<file path="src/rtl/uart_fc.sv">
module uart_fc #(
  parameter int DIV_W = 16
) (
  input  logic             clk,
  input  logic             rst_n,
  input  logic             wr_en,
  input  logic [1:0]       wr_sel,
  input  logic [DIV_W-1:0] wr_data,
  input  logic             rd_en,
  output logic [7:0]       rd_data,
  output logic             rx_valid,
  output logic             err_parity,
  output logic             err_frame,
  output logic             err_overrun,
  output logic             rx_break,
  output logic             tx_empty,
  output logic             tx_busy,
  output logic             txd,
  input  logic             rxd,
  input  logic             cts_n,
  output logic             rts_n
);
  localparam logic [1:0] SEL_TX = 2'd0, SEL_DIV = 2'd1, SEL_MODE = 2'd2;
  localparam int OSR = 16;
  localparam int PW  = $clog2(OSR);
  localparam logic [PW-1:0] PH_LAST = PW'(OSR - 1);
  localparam logic [PW-1:0] PH_MID  = PW'(OSR / 2 - 1);

  typedef enum logic [1:0] {RX_IDLE, RX_START, RX_BITS, RX_WAIT} rx_st_t;

  function automatic logic calc_par(input logic [7:0] d, input logic len8, input logic odd);
    logic x;
    x = len8 ? ^d : ^d[6:0];
    return odd ? ~x : x;
  endfunction

  logic [DIV_W-1:0] div_q, tick_cnt;
  logic             mode_len8, mode_flow;
  logic [1:0]       mode_par;
  logic             tick, par_en, par_odd;
  logic [1:0]       rx_sync, cts_sync;
  logic             rx_s, cts_ok;

  assign tick    = (div_q != '0) && (tick_cnt >= div_q - 1'b1);
  assign par_en  = (mode_par == 2'b01) || (mode_par == 2'b10);
  assign par_odd = (mode_par == 2'b01);
  assign rx_s    = rx_sync[1];
  assign cts_ok  = !cts_sync[1];

  always_ff @(posedge clk or negedge rst_n) begin
    if (!rst_n) begin
      div_q     <= '0;
      mode_len8 <= 1'b1;
      mode_par  <= 2'b00;
      mode_flow <= 1'b0;
      tick_cnt  <= '0;
      rx_sync   <= 2'b11;
      cts_sync  <= 2'b11;
    end else begin
      rx_sync  <= {rx_sync[0], rxd};
      cts_sync <= {cts_sync[0], cts_n};
      if (div_q == '0 || tick) tick_cnt <= '0;
      else                     tick_cnt <= tick_cnt + 1'b1;
      if (wr_en && wr_sel == SEL_DIV) div_q <= wr_data;
      if (wr_en && wr_sel == SEL_MODE) begin
        mode_len8 <= wr_data[0];
        mode_par  <= wr_data[2:1];
        mode_flow <= wr_data[3];
      end
    end
  end

  // Transmitter
  logic [7:0]  thr;
  logic        thr_full, tx_busy_q, tx_go;
  logic [10:0] tx_sh, tx_frame;
  logic [3:0]  tx_left, tx_nbits;
  logic [PW-1:0] tx_ph;

  assign tx_go    = tick && !tx_busy_q && thr_full && (!mode_flow || cts_ok);
  assign tx_nbits = 4'd2 + (mode_len8 ? 4'd8 : 4'd7) + {3'b0, par_en};

  always_comb begin
    tx_frame    = '1;
    tx_frame[0] = 1'b0;
    if (mode_len8) begin
      tx_frame[8:1] = thr;
      if (par_en) tx_frame[9] = calc_par(thr, 1'b1, par_odd);
    end else begin
      tx_frame[7:1] = thr[6:0];
      if (par_en) tx_frame[8] = calc_par(thr, 1'b0, par_odd);
    end
  end

  always_ff @(posedge clk or negedge rst_n) begin
    if (!rst_n) begin
      thr       <= '0;
      thr_full  <= 1'b0;
      tx_busy_q <= 1'b0;
      tx_sh     <= '1;
      tx_left   <= '0;
      tx_ph     <= '0;
    end else begin
      if (tx_go) begin
        tx_sh     <= tx_frame;
        tx_busy_q <= 1'b1;
        tx_left   <= tx_nbits;
        tx_ph     <= '0;
        thr_full  <= 1'b0;
      end else if (tx_busy_q && tick) begin
        if (tx_ph == PH_LAST) begin
          tx_ph   <= '0;
          tx_sh   <= {1'b1, tx_sh[10:1]};
          tx_left <= tx_left - 1'b1;
          if (tx_left == 4'd1) tx_busy_q <= 1'b0;
        end else begin
          tx_ph <= tx_ph + 1'b1;
        end
      end
      if (wr_en && wr_sel == SEL_TX && !thr_full) begin
        thr      <= wr_data[7:0];
        thr_full <= 1'b1;
      end
    end
  end

  assign txd      = tx_busy_q ? tx_sh[0] : 1'b1;
  assign tx_busy  = tx_busy_q;
  assign tx_empty = !thr_full;
  assign rts_n    = !(mode_flow && thr_full);

  // Receiver
  rx_st_t      rx_st;
  logic [PW-1:0] rx_ph;
  logic [3:0]  rx_idx, rx_last;
  logic [9:0]  rx_sh;
  logic        rx_any1, rx_done;
  logic [7:0]  rx_byte, rx_data;
  logic        rx_pbit, rx_perr, rx_brk;

  assign rx_last = (mode_len8 ? 4'd8 : 4'd7) + {3'b0, par_en};
  assign rx_done = tick && rx_st == RX_BITS && rx_ph == PH_LAST && rx_idx == rx_last;
  assign rx_byte = mode_len8 ? rx_sh[7:0] : {1'b0, rx_sh[6:0]};
  assign rx_pbit = mode_len8 ? rx_sh[8] : rx_sh[7];
  assign rx_perr = par_en && (rx_pbit != calc_par(rx_byte, mode_len8, par_odd));
  assign rx_brk  = !rx_any1 && !rx_s;

  always_ff @(posedge clk or negedge rst_n) begin
    if (!rst_n) begin
      rx_st   <= RX_IDLE;
      rx_ph   <= '0;
      rx_idx  <= '0;
      rx_sh   <= '0;
      rx_any1 <= 1'b0;
    end else if (tick) begin
      case (rx_st)
        RX_IDLE: if (!rx_s) begin
          rx_st <= RX_START;
          rx_ph <= '0;
        end
        RX_START: if (rx_ph == PH_MID) begin
          rx_st   <= rx_s ? RX_IDLE : RX_BITS;
          rx_ph   <= '0;
          rx_idx  <= '0;
          rx_any1 <= 1'b0;
        end else begin
          rx_ph <= rx_ph + 1'b1;
        end
        RX_BITS: if (rx_ph == PH_LAST) begin
          rx_ph         <= '0;
          rx_sh[rx_idx] <= rx_s;
          rx_any1       <= rx_any1 | rx_s;
          rx_idx        <= rx_idx + 1'b1;
          if (rx_idx == rx_last) rx_st <= rx_s ? RX_IDLE : RX_WAIT;
        end else begin
          rx_ph <= rx_ph + 1'b1;
        end
        default: if (rx_s) rx_st <= RX_IDLE;
      endcase
    end
  end

  always_ff @(posedge clk or negedge rst_n) begin
    if (!rst_n) begin
      rx_data     <= '0;
      rx_valid    <= 1'b0;
      err_parity  <= 1'b0;
      err_frame   <= 1'b0;
      err_overrun <= 1'b0;
      rx_break    <= 1'b0;
    end else begin
      if (rd_en) begin
        rx_valid    <= 1'b0;
        err_parity  <= 1'b0;
        err_frame   <= 1'b0;
        err_overrun <= 1'b0;
        rx_break    <= 1'b0;
      end
      if (rx_done) begin
        if (rx_valid && !rd_en) begin
          err_overrun <= 1'b1;
        end else begin
          rx_valid   <= 1'b1;
          rx_data    <= rx_brk ? 8'h00 : rx_byte;
          err_parity <= rx_perr;
          err_frame  <= !rx_s;
          rx_break   <= rx_brk;
        end
      end
    end
  end

  assign rd_data = rx_data;

  p_halt_r2: assert property (@(posedge clk) disable iff (!rst_n)
    (div_q == '0) |=> ($stable(rx_st) && $stable(tx_left) && $stable(tx_busy_q)))
    else $error("divisor zero but port advanced");

  p_cts_gate_r6: assert property (@(posedge clk) disable iff (!rst_n)
    $rose(tx_busy_q) |-> (!$past(mode_flow) || $past(cts_ok)))
    else $error("frame started without clear-to-send");

  p_mid_frame_r7: assert property (@(posedge clk) disable iff (!rst_n)
    $past(tx_busy_q && tx_left != 4'd1) |-> tx_busy_q)
    else $error("frame cut short");

  p_ovr_keep_r12: assert property (@(posedge clk) disable iff (!rst_n)
    $rose(err_overrun) |-> $stable(rx_data))
    else $error("overrun replaced held byte");

  p_break_r11: assert property (@(posedge clk) disable iff (!rst_n)
    rx_break |-> (rx_data == 8'h00 && err_frame))
    else $error("break without zero data and framing error");
endmodule

</file>
<file path="config.mk">
export PLATFORM = sky130hd
export DESIGN_NAME = uart_fc
export DESIGN_NICKNAME = d
export VERILOG_FILES = /design/src/rtl/uart_fc.sv
export SDC_FILE = /design/constraint.sdc
export NUM_CORES = 1
export LEC_CHECK = 0
export BUFFER_PORTS_ARGS = -buffer_cell sky130_fd_sc_hd__buf_4
export CORE_MARGIN = 3
export CORE_UTILIZATION = 47
export DETAILED_ROUTE_END_ITERATION = 16
export HOLD_SLACK_MARGIN = 0.05
export PLACE_DENSITY = 0.69
export SETUP_SLACK_MARGIN = 0.15
export SYNTH_ARGS = -nofsm -noshare
export SYNTH_HDL_FRONTEND = slang
export SYNTH_SLANG_ARGS = --single-unit
export TNS_END_PERCENT = 5
</file>
<file path="constraint.sdc">
create_clock -name clk -period 9.5 [get_ports clk]
set_clock_uncertainty 0.05 [all_clocks]
set_input_delay 1.9 -clock clk [delete_from_list [all_inputs] [get_ports clk]]
set_output_delay 1.9 -clock clk [all_outputs]
set_load 0.01 [all_outputs]
</file>
## After elaboration in Yosys (flattened, before gate mapping)

Cells that the tools add are included.
Widths: inputs -> output; s select.

| word-level totals | value |
|---|---|
| register bits | 103 |
| bits of input ports | 24 |

| cells by class | value |
|---|---|
| add/sub/neg operators | 9 |
| magnitude comparators | 3 |
| eq/ne operators | 16 |
| muxes and demuxes | 65 |
| bitwise operators | 5 |
| reductions and logical operators | 50 |

Operator list:

| cell | count |
|---|---|
| $mux 4 | 12 |
| $mux 1 | 33 |
| $mux 11 | 3 |
| $mux 8 | 3 |
| $logic_and 1x1->1 | 17 |
| $add 16x1->16 const B | 1 |
| $ge 16x16->1 | 1 |
| $logic_not 16->1 | 1 |
| $mux 16 | 1 |
| $reduce_bool 16->1 | 1 |
| $reduce_xor 8->1 | 2 |
| $sub 16x1->16 const B | 1 |
| $mux 2 | 7 |
| $reduce_xor 7->1 | 2 |
| $add 4x1->4 const B | 3 |
| $pmux 4 s3 | 1 |
| $bwmux 10 | 1 |
| $reduce_bool 2->1 | 5 |
| $reduce_and 3->1 | 3 |
| $add 4x1->4 | 2 |
| $eq 4x4->1 const B | 2 |
| $logic_not 1->1 | 8 |
| $pmux 4 s2 | 1 |
| $eq 2x1->1 const B | 3 |
| 23 further kinds | 34 |

## Logic depth before layout (Yosys ltp)

Gate-level depths: netlist of run 1.

| logic depth | value |
|---|---|
| word-level depth | 9 |
| depth in mapped cells | 15 |

## Worst setup path before layout of run 1

OpenSTA, ideal clock, no wires.

| path | value |
|---|---|
| path kind | reg2reg |
| from | register div_q[2] |
| to | register thr_full |
| setup time | 0.150 ns |
| arrival | 3.084 ns |
| required time | 9.300 ns |
| setup slack | 6.217 ns |
| cell stages (with the launch flop) | 13 |
| clock period less this slack | 3.283 ns |
| cell sequence | dfrtp_1 > nor3_1 > nand2b_1 > nor4_1 > nand4_1 > xor2_1 > ha_1 > nand4_1 > o31a_1 > buf_2 > nor2_1 > buf_2 > a21oi_1 |

| on the way | value |
|---|---|
| cells in the longest elaborated chain, start to end | 7 |
| elaborated cells between the ends (all ways) | 8 |
| those cells by class | add/sub: 1; order compare: 1; reduce/logical: 6 |

Ends and longest elaborated chain:

| what | line | source |
|---|---|---|
| start, declared | 37 | `logic [DIV_W-1:0] div_q, tick_cnt;` |
| start signal, assigned | 64 | `if (wr_en && wr_sel == SEL_DIV) div_q <= wr_data;` |
| $sub 16x1->16 | 44 | `assign tick = (div_q != '0) && (tick_cnt >= div_q - 1'b1);` |
| $ge 16x16->1 | 44 |  |
| $logic_and 1x1->1 * | 44 |  |
| $logic_and 1x1->1 * (3 in series) | 80 | `assign tx_go = tick && !tx_busy_q && thr_full && (!mode_flow \|\| cts_ok);` |
| $reduce_bool 2->1 (no line) * | - |  |
| end signal, assigned | 98 | `thr_full <= 1'b0;` |
| end signal, assigned | 109 | `thr_full <= 1'b0;` |
| end signal, assigned | 122 | `thr_full <= 1'b1;` |
| end, declared | 75 | `logic thr_full, tx_busy_q, tx_go;` |

Mark *: on every way between the ends. The rest lies on a longest branch, timed or not.
A chain may end at the register's enable or synchronous reset.

## Final worst setup path of run 1

| path | value |
|---|---|
| from | register div_q[2] |
| to | register tx_ph[3] |

| on the way | value |
|---|---|
| cells in the longest elaborated chain, start to end | 7 |
| elaborated cells between the ends (all ways) | 10 |
| those cells by class | add/sub: 1; order compare: 1; mux: 1; reduce/logical: 7 |

Ends and longest elaborated chain:

| what | line | source |
|---|---|---|
| $sub 16x1->16 | 44 |  |
| $ge 16x16->1 | 44 |  |
| $logic_and 1x1->1 * | 44 |  |
| $logic_and 1x1->1 (3 in series) | 80 |  |
| $mux 4 / $reduce_bool 2->1 (equally long branches) | - |  |
| end signal, assigned | 117 | `tx_ph <= tx_ph + 1'b1;` |
| end, declared | 78 | `logic [PW-1:0] tx_ph;` |

Marked as above.

==> results of run 1 <==
==> sequential cells by signal, summed over array words and instances (netlist names), 2 cells and up <==
signal	flops
cts_sync	2
thr	8
rx_idx	4
rx_sync	2
rx_st	2
tick_cnt	16
rd_data	8
tx_ph	4
div_q	16
mode_par	2
tx_left	4
rx_sh	9
tx_sh	10
rx_ph	4
==> path summary, 6_finish.rpt <==
check | slack [ns] | to | from
max | 5.45 | tx_ph[3] | div_q[2]
min | 0.31 | cts_sync[1] | cts_sync[0]
max reg2reg | 5.45 | tx_ph[3] | div_q[2]
min reg2reg | 0.31 | cts_sync[1] | cts_sync[0]
max in group asynchronous | 6.73 | div_q[8] | rst_n
min in group asynchronous | 1.38 | rx_ph[0] | rst_n
==> per-layer routing <==
metal / up-vias / global-route usage (%)
li1: 1956 / -
met1: 1985 / 25.9
met2: 63 / 30.9
met4: 0 / 5.71
met5: - / 0
met3: 17 / 4.84
==> layout make-up <==
class	instances	area (um2)
clock buffers	10	239
clock inverters	6	76.3
fillers	998	5240
inverters	21	78.8
multi-input cells	383	2890
flip-flops and latches	101	2550
well taps	143	179
repair buffers	42	315
==> cells by family after synthesis <==
| group | count (synthesis) | share of synthesized area [%] |
|---|---|---|
| AO/OA/AOI/OAI | 79 | 10.3 |
| XOR/XNOR | 47 | 7.33 |
| adder cells (fa/ha/maj) | 34 | 7.57 |
| buffers and inverters | 42 | 3.25 |
| flip-flops | 101 | 45.3 |
| multiplexers | 49 | 9.91 |
| AND/OR/NAND/NOR | 174 | 16.3 |
==> power by group through the flow <==
stage	Sequential [mW]	Combinational [mW]	Clock, mW
global route	0.591	0.416	0.417
finish	0.580	0.363	0.390
global placement	0.584	0.354	0
CTS	0.580	0.367	0.400
detailed placement	0.588	0.364	0
floorplan	0.562	0.289	0
==> placed cells by master, fill, tap and decap left out, drive strengths merged, types with 4 or more instances in the layout <==
cell / count
dfrtp: 86
nor4: 8
and3: 5
a21oi: 12
ha: 34
nor3: 12
a211oi: 4
mux2: 47
a31oi: 6
a32o: 5
xnor2: 26
inv: 24
clkbuf: 10
nand4: 6
nor3b: 4
nor2b: 11
xor2: 21
o21ai: 11
dfstp: 15
nor2: 48
nand2b: 5
nand3: 30
nand2: 31
o22ai: 9
buf: 42
a2bb2oi: 8
==> metrics by stage <==
stage                     instance area [um2]  cells  utilization [%]
after floorplan                          5620    526                -
final                                    6320    706             54.7
after global routing                     6320    706             54.7
after CTS                                6320    706             54.7
after detailed placement                 6010    690             52.0
after global placement                   6010    690             52.0
==> metrics.txt, run 1 <==
# TYPE chip_impl_metric gauge
chip_impl_metric{name="cts-root-to-sink-buffers",unit=""} 2
chip_impl_metric{name="wl_met2",unit="mm"} 5.75
chip_impl_metric{name="yosys_top_cell_area_share",unit="%"} 38.3
chip_impl_info{name="critical_path_class",value="flip-flop to flip-flop"} 1
chip_impl_metric{name="cap_violations",unit=""} 0
chip_impl_info{name="crit_family",value="simple AND/OR/NAND/NOR gates"} 1
chip_impl_metric{name="flip_flop_and_latch_count_after_synthesis",unit=""} 101
chip_impl_info{name="cpMostUsedCell",value="sky130_fd_sc_hd__nand4_1"} 1
chip_impl_metric{name="dpl_worst_slack",unit="ns"} 5.49
chip_impl_metric{name="timing.final.crit_period",unit="ns"} 4.05
chip_impl_metric{name="power.static_leakage",unit="nW"} 2.79
chip_impl_metric{name="synth_cell_types",unit=""} 64
chip_impl_info{name="synth.top_cells.by_count",value="sky130_fd_sc_hd__dfrtp_1, sky130_fd_sc_hd__nor2_1, sky130_fd_sc_hd__ha_1, sky130_fd_sc_hd__mux2_2, sky130_fd_sc_hd__nand2_1"} 1
chip_impl_metric{name="clk_latency",unit="ns"} 0.36
chip_impl_metric{name="critPathMaxFanout",unit=""} 15
chip_impl_metric{name="power_per_cell_area",unit="mW/mm2"} 211
chip_impl_metric{name="number_of_enable_type_register_cells_in_the_synthesized_netlist",unit=""} 0
chip_impl_metric{name="place.port_buffers",unit=""} 40
chip_impl_metric{name="hold_buffers",unit=""} 0
chip_impl_metric{name="vdd_ir_drop_max",unit="uV"} 136
chip_impl_info{name="critPathSlowestCell",value="sky130_fd_sc_hd__nor2_1"} 1
chip_impl_metric{name="die_outline_area",unit="mm2"} 0.0133
chip_impl_metric{name="route.antenna.remaining_nets",unit=""} 0
chip_impl_info{name="top_ff_cell_synth",value="sky130_fd_sc_hd__dfrtp_1"} 1
chip_impl_metric{name="max_slew.worst_pin.slew",unit="ns"} 1.08
chip_impl_metric{name="cts_repair_resize_count",unit=""} 0
chip_impl_metric{name="area_growth",unit="%"} 12.6
chip_impl_metric{name="clk_pin_slew",unit="ns"} 0.07
chip_impl_info{name="tritoncts",value="yes"} 1
chip_impl_info{name="clock-root-buffer",value="sky130_fd_sc_hd__clkbuf_16"} 1
chip_impl_metric{name="drc_errors",unit=""} 0
chip_impl_metric{name="synthesis.area_per_instance",unit="um2"} 10.7
chip_impl_info{name="synth.area.top_cells",value="sky130_fd_sc_hd__dfrtp_1, sky130_fd_sc_hd__ha_1, sky130_fd_sc_hd__dfstp_2, sky130_fd_sc_hd__mux2_2, sky130_fd_sc_hd__xnor2_1"} 1
chip_impl_metric{name="grt_max_degree",unit=""} 80
chip_impl_metric{name="htreeDepth",unit=""} 3
chip_impl_metric{name="grt_pass1_vias",unit=""} 4071
chip_impl_metric{name="critPathMaxStageDelay",unit="ns"} 0.83
chip_impl_info{name="run_status",value="complete, no violations"} 1
chip_impl_metric{name="diode_insertion_count_for_antenna_repair",unit=""} 0
chip_impl_metric{name="vias",unit=""} 4021
chip_impl_metric{name="route.detailed.vias_per_inst",unit=""} 5.70
chip_impl_metric{name="cp.required",unit="ns"} 9.75
chip_impl_metric{name="design_power_total",unit="mW"} 1.33
chip_impl_metric{name="report.final.setup_viol",unit=""} 0
chip_impl_metric{name="numCtsBuffers",unit=""} 9
chip_impl_metric{name="syn_area",unit="mm2"} 0.00562
chip_impl_info{name="critPathCaptureType",value="flip-flop"} 1
chip_impl_metric{name="globalRouteOverflowTotal",unit=""} 0
chip_impl_info{name="worst_hold_class",value="flip-flop to flip-flop"} 1
chip_impl_metric{name="grt.total_usage",unit="%"} 19.3
chip_impl_metric{name="cts_num_sinks",unit=""} 101
chip_impl_info{name="grt_setup_unrepaired",value="false"} 1
chip_impl_metric{name="final-max-slew-violation-count",unit=""} 0
chip_impl_metric{name="yosysWarningCount",unit=""} 0
chip_impl_metric{name="core.rowCount",unit=""} 39
chip_impl_metric{name="die_width",unit="um"} 115
chip_impl_info{name="worst_setup_path_start_kind",value="flip-flop"} 1
chip_impl_info{name="top_layer_used",value="met4"} 1
chip_impl_metric{name="detail_route.wirelength",unit="mm"} 11.8
chip_impl_metric{name="syn-num-nets",unit=""} 584
chip_impl_metric{name="drt_iter0_drc",unit=""} 228
chip_impl_metric{name="asyncSetResetFlopFracSynth",unit="%"} 100
chip_impl_metric{name="post_route_cells_drive_above_1_share",unit="%"} 21.3
chip_impl_metric{name="cts.repair_timing.setup_buffer_count",unit=""} 0
chip_impl_metric{name="critical_path.n_buffers_inverters",unit=""} 0
chip_impl_metric{name="fin_worst_hold_slack",unit="ns"} 0.309
chip_impl_metric{name="floorplan.io_pins",unit=""} 41
chip_impl_metric{name="combPwrFrac",unit="%"} 27.2
chip_impl_metric{name="floorplan.core_area",unit="mm2"} 0.0116
chip_impl_metric{name="clock_power_share",unit="%"} 29.2
chip_impl_metric{name="floorplan.die.height",unit="um"} 115
chip_impl_info{name="critical_path.cell_chain",value="nor3_1, nand2b_1, nor4_1, nand4_1, xor2_1, ha_1, nand4_1, o31a_1, nor2_1, a32o_1"} 1
chip_impl_metric{name="routabilityCongestion",unit=""} 0.875
chip_impl_info{name="yosys.area.top_type",value="sky130_fd_sc_hd__dfrtp_1"} 1
chip_impl_metric{name="detail_route.wl_per_cell",unit="um"} 16.7
chip_impl_metric{name="p_sw_share",unit="%"} 32.4
chip_impl_metric{name="route.layer.met1.wl",unit="mm"} 5.44
chip_impl_metric{name="intPower",unit="mW"} 0.902
chip_impl_metric{name="min_period_over_period",unit="%"} 42.6
chip_impl_metric{name="wire_length_of_the_first_global_routing_pass",unit="mm"} 20.2
chip_impl_metric{name="cp.depth",unit=""} 10
chip_impl_metric{name="final-hold-violation-count",unit=""} 0
chip_impl_metric{name="clock.fmax",unit="MHz"} 247
chip_impl_metric{name="drt_pre_antenna_iters",unit=""} 4
chip_impl_metric{name="nets",unit=""} 616
chip_impl_metric{name="worstPathArrival",unit="ns"} 4.29
chip_impl_metric{name="worst_hold_path.num_cells",unit=""} 0
chip_impl_metric{name="timing.reg2reg.worst_path_depth",unit=""} 10
chip_impl_metric{name="setup_ws",unit="ns"} 5.45
chip_impl_metric{name="route.met3.wl",unit="um"} 427
chip_impl_metric{name="pwr-share-seq",unit="%"} 43.5
chip_impl_metric{name="hpwlAfterDp",unit="mm"} 8.48
chip_impl_info{name="post-synth-top-count-cell",value="sky130_fd_sc_hd__dfrtp_1"} 1
chip_impl_metric{name="seq_area_frac_synth",unit="%"} 45.3
chip_impl_metric{name="netSwitchingPower",unit="mW"} 0.432
chip_impl_metric{name="initial_utilization",unit="%"} 48.6
chip_impl_metric{name="antenna_found_initial",unit=""} 0
chip_impl_metric{name="synth_cells",unit=""} 526
chip_impl_metric{name="final.setup.tns",unit="ns"} 0
chip_impl_metric{name="max-slew-margin-rel",unit="%"} 27.9
Note: power is estimated with default switching activity, not from simulation.
==> run 2: changes to the inputs <==
==> constraint.sdc (replaced) <==
create_clock -name clk -period 4 [get_ports clk]
set_clock_uncertainty 0.05 [all_clocks]
set_input_delay 0.8 -clock clk [delete_from_list [all_inputs] [get_ports clk]]
set_output_delay 0.8 -clock clk [all_outputs]
set_load 0.01 [all_outputs]
==> run 2 against run 1 <==
Combinational power up 140%. Sequential share of layout area down 0.25 points. Count of clock-buffer cells in the layout unchanged. Core utilization up 0.35 points. Worst setup slack worse by 5.0 ns. Register-to-register slack worse by 5.0 ns. Cell count up 0.85%. Clock power up 130%. Largest power group unchanged. Highest routed layer unchanged.
==> metrics.txt, run 2 (synthesized netlist as in run 1, its figures left out) <==
# TYPE chip_impl_metric gauge
chip_impl_info{name="run_status",value="complete, no violations"} 1
chip_impl_metric{name="floorplan.die.height",unit="um"} 115
chip_impl_metric{name="die_width",unit="um"} 115
chip_impl_metric{name="core.rowCount",unit=""} 39
chip_impl_metric{name="area_growth",unit="%"} 13.3
chip_impl_metric{name="power.static_leakage",unit="nW"} 2.83
chip_impl_metric{name="grt_max_degree",unit=""} 55
chip_impl_metric{name="clock.fmax",unit="MHz"} 282
chip_impl_metric{name="timing.final.crit_period",unit="ns"} 3.54
chip_impl_metric{name="floorplan.io_pins",unit=""} 41
chip_impl_info{name="grt_setup_unrepaired",value="true"} 1
chip_impl_metric{name="diode_insertion_count_for_antenna_repair",unit=""} 0
chip_impl_info{name="critical_path.cell_chain",value="nor3_1, nand2b_1, nor4_1, buf_4, nand4_1, xor2_1, ha_1, nand4_1, o31a_1, nor2_1, o32a_1"} 1
chip_impl_metric{name="final.setup.tns",unit="ns"} 0
chip_impl_info{name="largest_registers",value="div_q: 16 flops, tick_cnt: 16 flops, tx_sh: 10 flops"} 1
chip_impl_metric{name="finalCoreUtilization",unit="%"} 55.0
chip_impl_metric{name="final-max-slew-violation-count",unit=""} 0
chip_impl_metric{name="floorplan.core_area",unit="mm2"} 0.0116
chip_impl_metric{name="critPathMaxFanout",unit=""} 12
chip_impl_info{name="worst_setup_path_start_kind",value="flip-flop"} 1
chip_impl_metric{name="max-slew-margin-rel",unit="%"} 34.4
chip_impl_info{name="worst_hold_class",value="flip-flop to flip-flop"} 1
chip_impl_metric{name="post_route_cells_drive_above_1_share",unit="%"} 22.3
chip_impl_metric{name="detail_route.wirelength",unit="mm"} 11.5
chip_impl_metric{name="worstPathArrival",unit="ns"} 3.79
chip_impl_metric{name="htreeDepth",unit=""} 3
chip_impl_metric{name="route.antenna.remaining_nets",unit=""} 0
chip_impl_info{name="critPathSlowestCell",value="sky130_fd_sc_hd__nor2_1"} 1
chip_impl_info{name="cpMostUsedCell",value="sky130_fd_sc_hd__nand4_1"} 1
chip_impl_metric{name="detail_route.wl_per_cell",unit="um"} 16.2
chip_impl_metric{name="cp.depth",unit=""} 11
chip_impl_metric{name="max_slew.worst_pin.slew",unit="ns"} 0.981
chip_impl_metric{name="vias",unit=""} 4061
chip_impl_metric{name="power_per_cell_area",unit="mW/mm2"} 495
chip_impl_metric{name="report.final.setup_viol",unit=""} 0
chip_impl_metric{name="numCtsBuffers",unit=""} 9
chip_impl_metric{name="vdd_ir_drop_max",unit="uV"} 252
chip_impl_metric{name="cts_num_sinks",unit=""} 101
chip_impl_metric{name="nets",unit=""} 622
chip_impl_info{name="crit_family",value="simple AND/OR/NAND/NOR gates"} 1
chip_impl_metric{name="drt_pre_antenna_iters",unit=""} 4
chip_impl_metric{name="cts-root-to-sink-buffers",unit=""} 2
chip_impl_info{name="critPathCaptureType",value="flip-flop"} 1
chip_impl_metric{name="cap_violations",unit=""} 0
chip_impl_metric{name="routabilityCongestion",unit=""} 0.803
chip_impl_info{name="tritoncts",value="yes"} 1
chip_impl_metric{name="clk_pin_slew",unit="ns"} 0.07
chip_impl_metric{name="cts.repair_timing.setup_buffer_count",unit=""} 0
chip_impl_info{name="commonest_non_fill_non_tap_cells_in_the_layout",value="sky130_fd_sc_hd__dfrtp_1, sky130_fd_sc_hd__buf_4, sky130_fd_sc_hd__nor2_1"} 1
chip_impl_metric{name="drt_iter0_drc",unit=""} 175
chip_impl_metric{name="timing.reg2reg.setup_slack",unit="ns"} 0.46
chip_impl_metric{name="place.port_buffers",unit=""} 40
chip_impl_metric{name="critPathMaxStageDelay",unit="ns"} 0.67
chip_impl_metric{name="nFillCells",unit=""} 1000
chip_impl_metric{name="timing.reg2reg.worst_path_depth",unit=""} 11
chip_impl_metric{name="drc_errors",unit=""} 0
chip_impl_metric{name="worst_hold_path.num_cells",unit=""} 0
chip_impl_metric{name="critical_path.n_buffers_inverters",unit=""} 1
chip_impl_metric{name="dpl_worst_slack",unit="ns"} 0.302
chip_impl_metric{name="grt.total_usage",unit="%"} 18.5
chip_impl_metric{name="final-hold-violation-count",unit=""} 0
chip_impl_metric{name="cp.required",unit="ns"} 4.24
chip_impl_metric{name="grt_pass1_vias",unit=""} 4059
chip_impl_metric{name="design_power_total",unit="mW"} 3.15
chip_impl_info{name="clock-root-buffer",value="sky130_fd_sc_hd__clkbuf_16"} 1
chip_impl_metric{name="hpwlAfterDp",unit="mm"} 8.36
chip_impl_metric{name="die_outline_area",unit="mm2"} 0.0133
chip_impl_info{name="critical_path_class",value="flip-flop to flip-flop"} 1
chip_impl_metric{name="setup_ws",unit="ns"} 0.456
chip_impl_metric{name="clk_latency",unit="ns"} 0.35
chip_impl_metric{name="route.detailed.vias_per_inst",unit=""} 5.70
chip_impl_metric{name="initial_utilization",unit="%"} 48.6
chip_impl_metric{name="globalRouteOverflowTotal",unit=""} 0
chip_impl_metric{name="wire_length_of_the_first_global_routing_pass",unit="mm"} 19.6
chip_impl_info{name="final_common_cell",value="sky130_fd_sc_hd__dfrtp_1"} 1
chip_impl_metric{name="antenna_found_initial",unit=""} 0
chip_impl_metric{name="min_period_over_period",unit="%"} 88.6
-- run 2: final cells by class --
type                    count  area (um2)  share of cell area (%)
flip-flops and latches    101        2550                    40.0
well taps                 143         179                    2.81
clock buffers              10         239                    3.75
inverters                  21        78.8                    1.24
multi-input cells         383        2890                    45.4
clock inverters             6        68.8                    1.08
repair buffers             48         360                    5.66
-- run 2: final timing paths --
check                            startpoint          end
worst max-delay path               div_q[2]     tx_sh[9]
worst min-delay path            cts_sync[0]  cts_sync[1]
max in group asynchronous             rst_n   rx_sync[1]
worst max register to register     div_q[2]     tx_sh[9]
min in group asynchronous             rst_n   rd_data[3]
worst min register to register  cts_sync[0]  cts_sync[1]
-- run 2: repair_timing --
action                                  CTS  global route
hold buffers                              0             0
hold endpoints to repair                  0             0
gates resized for setup                   0             1
endpoints found under the setup margin    0            21
-- run 2: power breakdown --
part / total (mW) / switching [mW] / internal [mW]
clock: 0.905 / 0.398 / 0.507
combinational: 0.867 / 0.420 / 0.447
sequential: 1.38 / 0.185 / 1.19
-- run 2: per-stage QoR --
stage                     instance area (um2)  hold WS [ns]  instances
after floorplan                          5620         0.295        526
after global placement                   6050         0.300        696
after detailed placement                 6050         0.301        696
after CTS                                6360         0.311        712
after global routing                     6360         0.314        712
final                                    6360         0.310        712
-- run 2: metal layers --
layer	routed length, um	vias to the layer above	share of wire (%)	track usage, %
li1	-	1961	-	-
met1	5500	2029	48	25.4
met2	5540	57	48	29.7
met3	289	14	2.5	2.74
met4	218	0	1.9	7.36
met5	0	-	0	0
